<file path="src/rtl/gate_seq_pkg.sv">
`timescale 1ns/1ps
package gate_seq_pkg;

  typedef enum logic [2:0] {
    ST_OFF,
    ST_LS_ON,
    ST_LS_WAIT,
    ST_HS_DEAD,
    ST_HS_ON,
    ST_HS_WAIT,
    ST_SW_WAIT,
    ST_LS_DEAD
  } seqState_t;

  // strobes from control to timers
  typedef struct packed {
    logic loadDead;
    logic loadTimeout;
    logic lsDrop;
  } timerCmd_t;

  // status from timers to control
  typedef struct packed {
    logic timerDone;
    logic minOffDone;
  } timerStat_t;

endpackage

</file>
<file path="src/rtl/seq_sync.sv">
`timescale 1ns/1ps
module seq_sync #(
  parameter int WIDTH = 7
) (
  input  logic             clk,
  input  logic             rstN,
  input  logic [WIDTH-1:0] rawIn,
  output logic [WIDTH-1:0] syncOut
);

  logic [WIDTH-1:0] stage1;

  for (genvar i = 0; i < WIDTH; i++) begin : g_bit
    always_ff @(posedge clk or negedge rstN) begin
      if (!rstN) begin
        stage1[i]  <= 1'b0;
        syncOut[i] <= 1'b0;
      end else begin
        stage1[i]  <= rawIn[i];
        syncOut[i] <= stage1[i];
      end
    end
  end

endmodule

</file>
<file path="src/rtl/seq_timers.sv">
`timescale 1ns/1ps
module seq_timers
  import gate_seq_pkg::*;
#(
  parameter int DEAD_CYC    = 4,
  parameter int TIMEOUT_CYC = 11,
  parameter int MIN_OFF_CYC = 20
) (
  input  logic       clk,
  input  logic       rstN,
  input  timerCmd_t  cmd,
  output timerStat_t stat
);

  localparam int SPAN = (DEAD_CYC > TIMEOUT_CYC) ? DEAD_CYC : TIMEOUT_CYC;
  localparam int CW   = $clog2(SPAN + 1);
  localparam int MW   = $clog2(MIN_OFF_CYC + 1);

  logic [CW-1:0] phaseCnt;
  logic [MW-1:0] offCnt;

  // shared dead-time / switch-node timeout counter
  always_ff @(posedge clk or negedge rstN) begin
    if (!rstN)                phaseCnt <= '0;
    else if (cmd.loadDead)    phaseCnt <= CW'(DEAD_CYC - 1);
    else if (cmd.loadTimeout) phaseCnt <= CW'(TIMEOUT_CYC - 1);
    else if (phaseCnt != '0)  phaseCnt <= phaseCnt - 1'b1;
  end

  // low-side off-time floor, armed from reset as well
  always_ff @(posedge clk or negedge rstN) begin
    if (!rstN)              offCnt <= MW'(MIN_OFF_CYC - 1);
    else if (cmd.lsDrop)    offCnt <= MW'(MIN_OFF_CYC - 1);
    else if (offCnt != '0)  offCnt <= offCnt - 1'b1;
  end

  assign stat.timerDone  = (phaseCnt == '0);
  assign stat.minOffDone = (offCnt == '0);

endmodule

</file>
<file path="src/rtl/seq_ctrl.sv">
`timescale 1ns/1ps
module seq_ctrl
  import gate_seq_pkg::*;
#(
  parameter int DEAD_CYC    = 4,
  parameter int MIN_OFF_CYC = 20
) (
  input  logic       clk,
  input  logic       rstN,
  input  logic       pwm,
  input  logic       outDisN,
  input  logic       supplyLow,
  input  logic       overTemp,
  input  logic       lsGateLow,
  input  logic       hsGateLow,
  input  logic       swLow,
  input  timerStat_t stat,
  output timerCmd_t  cmd,
  output logic       hsOn,
  output logic       lsOn
);

  seqState_t state, nextState;
  logic forceOff;

  assign forceOff = !outDisN || supplyLow || overTemp;

  always_ff @(posedge clk or negedge rstN) begin
    if (!rstN) state <= ST_OFF;
    else       state <= nextState;
  end

  always_comb begin
    nextState       = state;
    cmd.loadDead    = 1'b0;
    cmd.loadTimeout = 1'b0;
    if (forceOff) begin
      nextState = ST_OFF;
    end else begin
      unique case (state)
        ST_OFF:     nextState = pwm ? ST_LS_WAIT : ST_HS_WAIT;
        ST_LS_ON:   if (pwm) nextState = ST_LS_WAIT;
        ST_LS_WAIT: begin
          if (!pwm) nextState = ST_HS_WAIT;
          else if (lsGateLow) begin
            nextState    = ST_HS_DEAD;
            cmd.loadDead = 1'b1;
          end
        end
        ST_HS_DEAD: begin
          if (!pwm)                nextState = ST_HS_WAIT;
          else if (stat.timerDone) nextState = ST_HS_ON;
        end
        ST_HS_ON:   if (!pwm) nextState = ST_HS_WAIT;
        ST_HS_WAIT: begin
          if (pwm) nextState = ST_LS_WAIT;
          else if (hsGateLow && swLow) begin
            nextState    = ST_LS_DEAD;
            cmd.loadDead = 1'b1;
          end else if (hsGateLow) begin
            nextState       = ST_SW_WAIT;
            cmd.loadTimeout = 1'b1;
          end
        end
        ST_SW_WAIT: begin
          if (pwm) nextState = ST_LS_WAIT;
          else if (swLow || stat.timerDone) begin
            nextState    = ST_LS_DEAD;
            cmd.loadDead = 1'b1;
          end
        end
        ST_LS_DEAD: begin
          if (pwm) nextState = ST_LS_WAIT;
          else if (stat.timerDone && stat.minOffDone) nextState = ST_LS_ON;
        end
        default:    nextState = ST_OFF;
      endcase
    end
  end

  assign cmd.lsDrop = (state == ST_LS_ON) && (nextState != ST_LS_ON);

  assign hsOn = (state == ST_HS_ON);
  assign lsOn = (state == ST_LS_ON);

  // ---- assertion support: saturating off-run counters ----
  localparam int RUN_CAP = ((MIN_OFF_CYC > DEAD_CYC) ? MIN_OFF_CYC : DEAD_CYC) + 1;
  localparam int RW      = $clog2(RUN_CAP + 1);
  logic [RW-1:0] lsLowRun, hsLowRun;

  always_ff @(posedge clk or negedge rstN) begin
    if (!rstN) begin
      lsLowRun <= '0;
      hsLowRun <= '0;
    end else begin
      lsLowRun <= lsOn ? '0 : ((lsLowRun == RW'(RUN_CAP)) ? lsLowRun : lsLowRun + 1'b1);
      hsLowRun <= hsOn ? '0 : ((hsLowRun == RW'(RUN_CAP)) ? hsLowRun : hsLowRun + 1'b1);
    end
  end

  a_r1_exclusive: assert property (@(posedge clk) disable iff (!rstN)
    !(hsOn && lsOn));

  a_r3_hs_dead_gap: assert property (@(posedge clk) disable iff (!rstN)
    $rose(hsOn) |-> (lsLowRun >= RW'(DEAD_CYC)));

  a_r2_hs_from_dead: assert property (@(posedge clk) disable iff (!rstN)
    $rose(hsOn) |-> $past(state == ST_HS_DEAD));

  a_r4_ls_dead_gap: assert property (@(posedge clk) disable iff (!rstN)
    $rose(lsOn) |-> (hsLowRun >= RW'(DEAD_CYC)));

  a_r8_ls_min_off: assert property (@(posedge clk) disable iff (!rstN)
    $rose(lsOn) |-> (lsLowRun >= RW'(MIN_OFF_CYC)));

  a_r6_disable_off: assert property (@(posedge clk) disable iff (!rstN)
    !outDisN |=> (!hsOn && !lsOn));

  a_r7_fault_off: assert property (@(posedge clk) disable iff (!rstN)
    (supplyLow || overTemp) |=> (!hsOn && !lsOn));

endmodule

</file>
<file path="src/rtl/gate_sequencer.sv">
`timescale 1ns/1ps
module gate_sequencer
  import gate_seq_pkg::*;
#(
  parameter int DEAD_CYC    = 4,
  parameter int TIMEOUT_CYC = 11,
  parameter int MIN_OFF_CYC = 20
) (
  input  logic clk,
  input  logic rstN,
  input  logic pwmIn,
  input  logic outDisN,
  input  logic supplyLow,
  input  logic overTemp,
  input  logic lsGateLow,
  input  logic hsGateLow,
  input  logic swLow,
  output logic hsOn,
  output logic lsOn
);

  localparam int NSYNC = 7;

  logic [NSYNC-1:0] rawVec, syncVec;
  timerCmd_t  cmd;
  timerStat_t stat;

  assign rawVec = {pwmIn, outDisN, supplyLow, overTemp, lsGateLow, hsGateLow, swLow};

  seq_sync #(.WIDTH(NSYNC)) u_sync (
    .clk     (clk),
    .rstN    (rstN),
    .rawIn   (rawVec),
    .syncOut (syncVec)
  );

  seq_ctrl #(
    .DEAD_CYC    (DEAD_CYC),
    .MIN_OFF_CYC (MIN_OFF_CYC)
  ) u_ctrl (
    .clk       (clk),
    .rstN      (rstN),
    .pwm       (syncVec[6]),
    .outDisN   (syncVec[5]),
    .supplyLow (syncVec[4]),
    .overTemp  (syncVec[3]),
    .lsGateLow (syncVec[2]),
    .hsGateLow (syncVec[1]),
    .swLow     (syncVec[0]),
    .stat      (stat),
    .cmd       (cmd),
    .hsOn      (hsOn),
    .lsOn      (lsOn)
  );

  seq_timers #(
    .DEAD_CYC    (DEAD_CYC),
    .TIMEOUT_CYC (TIMEOUT_CYC),
    .MIN_OFF_CYC (MIN_OFF_CYC)
  ) u_timers (
    .clk  (clk),
    .rstN (rstN),
    .cmd  (cmd),
    .stat (stat)
  );

endmodule

</file>
<file path="config.mk">
export PLATFORM = sky130hd
export DESIGN_NAME = gate_sequencer
export DESIGN_NICKNAME = d
export VERILOG_FILES = /design/src/rtl/gate_seq_pkg.sv /design/src/rtl/seq_sync.sv /design/src/rtl/seq_timers.sv /design/src/rtl/seq_ctrl.sv /design/src/rtl/gate_sequencer.sv
export SDC_FILE = /design/constraint.sdc
export NUM_CORES = 1
export LEC_CHECK = 0
export BUFFER_PORTS_ARGS = -buffer_cell sky130_fd_sc_hd__buf_2
export CAP_MARGIN = 20
export CORE_MARGIN = 1.5
export CORE_UTILIZATION = 57
export CTS_CLUSTER_SIZE = 20
export DETAILED_ROUTE_END_ITERATION = 10
export PLACE_DENSITY = 0.77
export REMOVE_ABC_BUFFERS = 1
export SYNTH_ARGS = -nofsm -noshare
export SYNTH_HDL_FRONTEND = slang
export SYNTH_SLANG_ARGS = --single-unit
</file>
<file path="constraint.sdc">
create_clock -name clk -period 2.61 [get_ports clk]
set_input_delay 0.3915 -clock clk [delete_from_list [all_inputs] [get_ports clk]]
set_output_delay 0.3915 -clock clk [all_outputs]
set_load 0.03 [all_outputs]
</file>
==> Yosys cells after proc, flatten, opt, wreduce, memory -nomap -nowiden <==
Index checks and enable logic that the tools add are counted.
{ "word_totals": {"reg_bits": 26, "in_bits": 9, "output_inout_bits": 2, "elab_cells": 73} }
{ "op_classes": {"addsub": 2, "n_eq_ne": 8, "n_mux": 32, "n_reduce_logical": 14} }
{ "op_table": {"columns": ["cell", "count"], "rows": [
  ["$mux 3", 15],
  ["$pmux 3 s8", 1],
  ["$eq 3x3->1 const B", 4],
  ["$mux 4", 3],
  ["$mux 5", 2],
  ["$mux 1", 8],
  ["$eq 3x2->1 const B", 2],
  ["$logic_not 5->1", 1],
  ["$reduce_bool 5->1", 1],
  ["$sub 5x1->5 const B", 1],
  ["$logic_not 4->1", 1],
  ["$mux 2", 2],
  ["$reduce_bool 4->1", 1],
  ["$sub 4x1->4 const B", 1],
  ["$eq 3x1->1 const B", 1],
  ["$logic_and 1x1->1", 3],
  ["$logic_not 3->1", 1],
  ["$logic_or 1x1->1", 3],
  ["$ne 3x1->1 const B", 1],
  ["$pmux 1 s3", 1],
  ["$reduce_bool 3->1", 1],
  ["$reduce_bool 2->1", 1],
  ["$logic_not 1->1", 1]
]} }

==> Depth between registers and ports, before layout <==
{ "logic_depth": {"ltp_word": 9, "ltp_mapped": 8, "mapped_depth_nobuf": 8} }

==> Modules after synthesis <==
Synthesis repeated with hierarchy kept, for this count alone.
{ "hier_totals": {"cells_unflattened": 100, "area_unflattened_um2": 1146.1} }
{ "by_module_without_submodules": {"columns": ["mod", "instances", "cells_each", "area_per_inst_um2"], "rows": [
  ["seq_timers", 1, 44, 486.7],
  ["seq_sync", 1, 14, 350.3],
  ["seq_ctrl", 1, 42, 309.0]
]} }

==> Worst setup path after synthesis <==
No wires, ideal clock.
{ "synth_timing": {"path_kind": "register to register", "startpoint": "reg u_timers.offCnt[0]", "endpoint": "reg u_timers.offCnt[2]", "setup_ns": 0.084, "arrival_time_ns": 2.103, "required_ns": 2.526, "setup_slack_ns": 0.423, "path_stages_with_launch": 9, "path_buffers": 1, "synth_period_minus_slack_ns": 2.187, "cell_sequence": "dfstp_2 inv_1 ha_1 or4b_1 buf_6 o311ai_4 a21oi_2 or4_1 o22ai_1"} }
{ "synth_via": {"elab_chain_len": 9, "elab_cells_between_ends": 13, "cone_classes": "1 x add/sub; 1 x eq/ne; 6 x mux; 5 x reduce/logical"} }
{ "synth_lines": {"columns": ["element", "line_no", "source"], "rows": [
  ["from (decl)", "seq_timers.sv:20", "logic [MW-1:0] offCnt;"],
  ["from (signal assigned)", "seq_timers.sv:32", "if (!rstN) offCnt <= MW'(MIN_OFF_CYC - 1);"],
  ["from (signal assigned)", "seq_timers.sv:33", "else if (cmd.lsDrop) offCnt <= MW'(MIN_OFF_CYC - 1);"],
  ["from (signal assigned)", "seq_timers.sv:34", "else if (offCnt != '0) offCnt <= offCnt - 1'b1;"],
  ["$logic_not 5->1", "seq_timers.sv:38", "assign stat.minOffDone = (offCnt == '0);"],
  ["$logic_and 1x1->1", "seq_ctrl.sv:74", "else if (stat.timerDone && stat.minOffDone) nextState = ST_LS_ON;"],
  ["$mux 3", "seq_ctrl.sv:74", null],
  ["$mux 3", "seq_ctrl.sv:73", "if (pwm) nextState = ST_LS_WAIT;"],
  ["$pmux 3 s8", "seq_ctrl.sv:40", "unique case (state)"],
  ["$mux 3", "seq_ctrl.sv:37", "if (forceOff) begin"],
  ["$ne 3x1->1", "seq_ctrl.sv:81", "assign cmd.lsDrop = (state == ST_LS_ON) && (nextState != ST_LS_ON);"],
  ["$logic_and 1x1->1", "seq_ctrl.sv:81", null],
  ["$mux 5 / $reduce_bool 2->1 (equally long branches)", null, null]
]} }
Parallel ways exist; a longest one is shown, timed or not. The select of a mux whose other input is x is not followed.
A chain may end at the register's enable or synchronous reset.

==> Worst setup path after layout <==
Same ends and word-level chain as after synthesis.

==> flow_metrics.py <==
metrics = {
    "worst_setup_path": {
        "regToRegSetupSlack_ns": 0.22,
        "path_class": "flop to flop",
        "cp_data_required_time_ns": 2.87,
        "arrival_ns": 2.64,
        "worstPathMaxFanout": 7,
        "endpoint_kind": "flop",
        "startpoint_type": "flop",
        "cpPeakStageDelay_ns": 0.61,
        "crit_chain": "inv_1, ha_1, or4b_1, o311ai_4, a21oi_2, or4_1, o22ai_1",
        "cp_slowest_cell": "or4b_1",
    },
    "clocking": {
        "clk_latency_ns": 0.33,
        "cts_resized": 0,
        "cts.sink_count": 26,
        "clockBufferDepth": 2,
        "tritoncts": "built",
        "cts.hold.buffers_added": 0,
        "cts-root-buf": "clkbuf_4",
        "cts_max_level": 1,
        "cts_made_buffers": 3,
        "post-cts-setup-buffers": 0,
        "clk_pin_slew_ns": 0.13,
    },
    "sta": {
        "max_freq_mhz": 419,
        "finalCritPeriodShare_pct": 91.5,
        "min_period_ns": 2.39,
        "clock-skew-final_ns": 0.00910,
        "worst_pin_slew_ns": 0.597,
        "setup-violations-final": 0,
        "drv_slew": 0,
        "hold_viol": 0,
        "slew_headroom_pct": 59.7,
        "setup_tns_ns": 0,
        "rsz0062_at_grt": "false",
        "hold_ws_ns": 0.0289,
    },
    "die": {
        "start_util_pct": 62.2,
        "core_area_um2": 2000,
        "die_h_um": 49.8,
        "rows": 16,
        "fp.dieArea_um2": 2480,
        "die_w_um": 49.8,
        "pin_count": 11,
    },
    "synthesis": {
        "yosysWarnings": 0,
        "ys_types": 37,
        "synth_top_flop_cell": "dfrtp_1",
        "synth_cells": 125,
        "synth-edff-count": 0,
        "synth.top_cell.area_share_pct": 46.2,
        "synth.most_common_cell": "dfrtp_1",
        "synth_top_area_cell": "dfrtp_1",
        "synthTopCellsByArea": "dfrtp_1 46%, dfstp_2 6.3%, nor2_1 5.1%, nand2_1 3.3%, ha_1 3.0%",
        "ys_ff_latch": 26,
        "syn_area_per_cell_um2": 9.97,
        "async_flop_share_pct": 100,
        "syn_area_um2": 1250,
        "seq_area_frac_synth_pct": 52.5,
        "synthTopCellsByCount": "23 x dfrtp_1, 17 x nor2_1, 11 x nand2_1, 9 x inv_1, 7 x a21oi_1",
    },
    "cells_and_area": {
        "synthToLayoutAreaGrowth_pct": 8.33,
        "drive_above_1_share_pct": 16.9,
        "nets": 149,
        "post-route-util_pct": 67.4,
        "stdcell_area_um2": 1350,
        "num_antenna_cells": 0,
        "nFillCells": 154,
    },
    "pwr": {
        "pwr_density_cell_nw_per_um2": 846,
        "p_comb_share_pct": 33.3,
        "internal_power_mw": 0.758,
        "leakagePower_nw": 0.606,
        "p_sw_mw": 0.385,
        "seqPwrFrac_pct": 49.5,
        "irDropWorstVdd_mv": 0.640,
        "netSwitchingFraction_pct": 33.7,
        "clkPwrFrac_pct": 17.2,
    },
    "drt": {
        "vias": 953,
        "wirelength_um": 2090,
        "drt-initial-drc-count": 49,
        "drtPass1Iterations": 4,
        "avgRoutedWirePerCell_um": 12.8,
        "route.detailed.drc": 0,
        "routed_via_density": 5.85,
        "final_antenna_net_count": 0,
    },
    "global_route": {
        "antenna_found_initial": 0,
        "track_usage_pct": 20.6,
        "grt_pass1_wl_um": 3860,
        "grt_max_degree": 27,
        "grt_pass1_vias": 911,
        "overflow": 0,
    },
    "placed_design": {
        "place_hpwl_um": 1540,
        "gp_congestion": 0.889,
        "placed_area_um2": 1310,
        "portBuffers": 10,
    },
    "worst_hold_path": {
        "hp-class": "input port to async pin",
    },
    "flow_run": {
        "maxCapViolCount": 0,
    },
    "outcome": {
        "status": "finished clean",
    },
}
## cell type report
type                            count  area [µm²]  area share [%]
Inverter                            9        33.8            2.50
Multi-Input combinational cell     86         534            39.6
Tap cell                           27        33.8            2.50
Timing Repair Buffer               11        57.6            4.26
Clock buffer                        4        36.3            2.69
Sequential cell                    26         654            48.5
## registers in the layout (all words and copies together) (netlist names)
name,flops
u_timers.phaseCnt,4
u_sync.syncOut,7
u_timers.offCnt,5
u_sync.stage1,7
u_ctrl.state,3
## kinds of logic after synthesis
group | Yosys count | synth area share, %
XOR/XNOR | 2 | 1.41
buffers and inverters | 13 | 4.62
AND/OR/NAND/NOR | 53 | 22.1
flip-flops | 26 | 52.5
multiplexers | 1 | 0.904
AO/OA/AOI/OAI | 27 | 15.5
adder cells (fa/ha/maj) | 3 | 3.01
## layout by cell type (no fill, tap or decap), types with 2 or more instances in the layout
| master | n |
|---|---|
| o31ai_1 | 3 |
| ha_1 | 3 |
| dfstp_2 | 3 |
| buf_2 | 10 |
| nor2_1 | 17 |
| and2_1 | 2 |
| nor2b_1 | 3 |
| and3b_1 | 3 |
| o21ai_0 | 3 |
| o22ai_1 | 2 |
| nor3_1 | 2 |
| a31oi_1 | 5 |
| inv_1 | 9 |
| dfrtp_1 | 23 |
| nand3_1 | 5 |
| or4_1 | 2 |
| nor3b_1 | 2 |
| nand2_1 | 11 |
| a21oi_1 | 7 |
| clkbuf_4 | 3 |
## routing by layer
metal	vias to the layer above	wire length (µm)	track usage, %	share of wire [%]
li1	465	-	-	-
met1	457	949	26.9	45
met2	29	1020	32.9	49
met3	2	98	3.64	4.7
met4	0	19	10.6	0.91
met5	-	0	0	0
## path summary, 6_finish.rpt
path,to,start,depth (start not counted)
hold / removal,u_timers.offCnt[2],rstN,1
min in group clk,u_sync.stage1[2],lsGateLow,1
setup reg to reg,u_timers.offCnt[2],u_timers.offCnt[0],7
hold reg to reg,u_sync.syncOut[5],u_sync.stage1[5],0
setup / recovery,u_timers.offCnt[2],u_timers.offCnt[0],7
max in group asynchronous,u_timers.offCnt[4],rstN,1
## power groups by stage
stage | Clock [mW] | Combinational [mW] | Sequential (mW)
5_1_grt | 0.220 | 0.446 | 0.577
3_5_place_dp | 0 | 0.379 | 0.575
2_1_floorplan | 0 | 0.308 | 0.557
6_report | 0.197 | 0.380 | 0.565
4_1_cts | 0.204 | 0.382 | 0.567
3_3_place_gp | 0 | 0.364 | 0.569
## stage by stage
stage	total power [mW]	cells	worst slack, ns
after floorplan	0.865	121	0.391
after global placement	0.933	159	0.345
after detailed placement	0.955	159	0.219
after CTS	1.15	163	0.197
after global routing	1.24	163	0.0562
final	1.14	163	0.223
## worst max-delay path: cells and delay by family, from the launching register on
family                   cells  cell delay, ns
buffers and inverters        1            0.10
flip-flops                   1            0.38
AO/OA/AOI/OAI                3            0.54
adder cells (fa/ha/maj)      1            0.18
AND/OR/NAND/NOR              2            1.12
No activity file was read; power rests on OpenSTA's default activity.
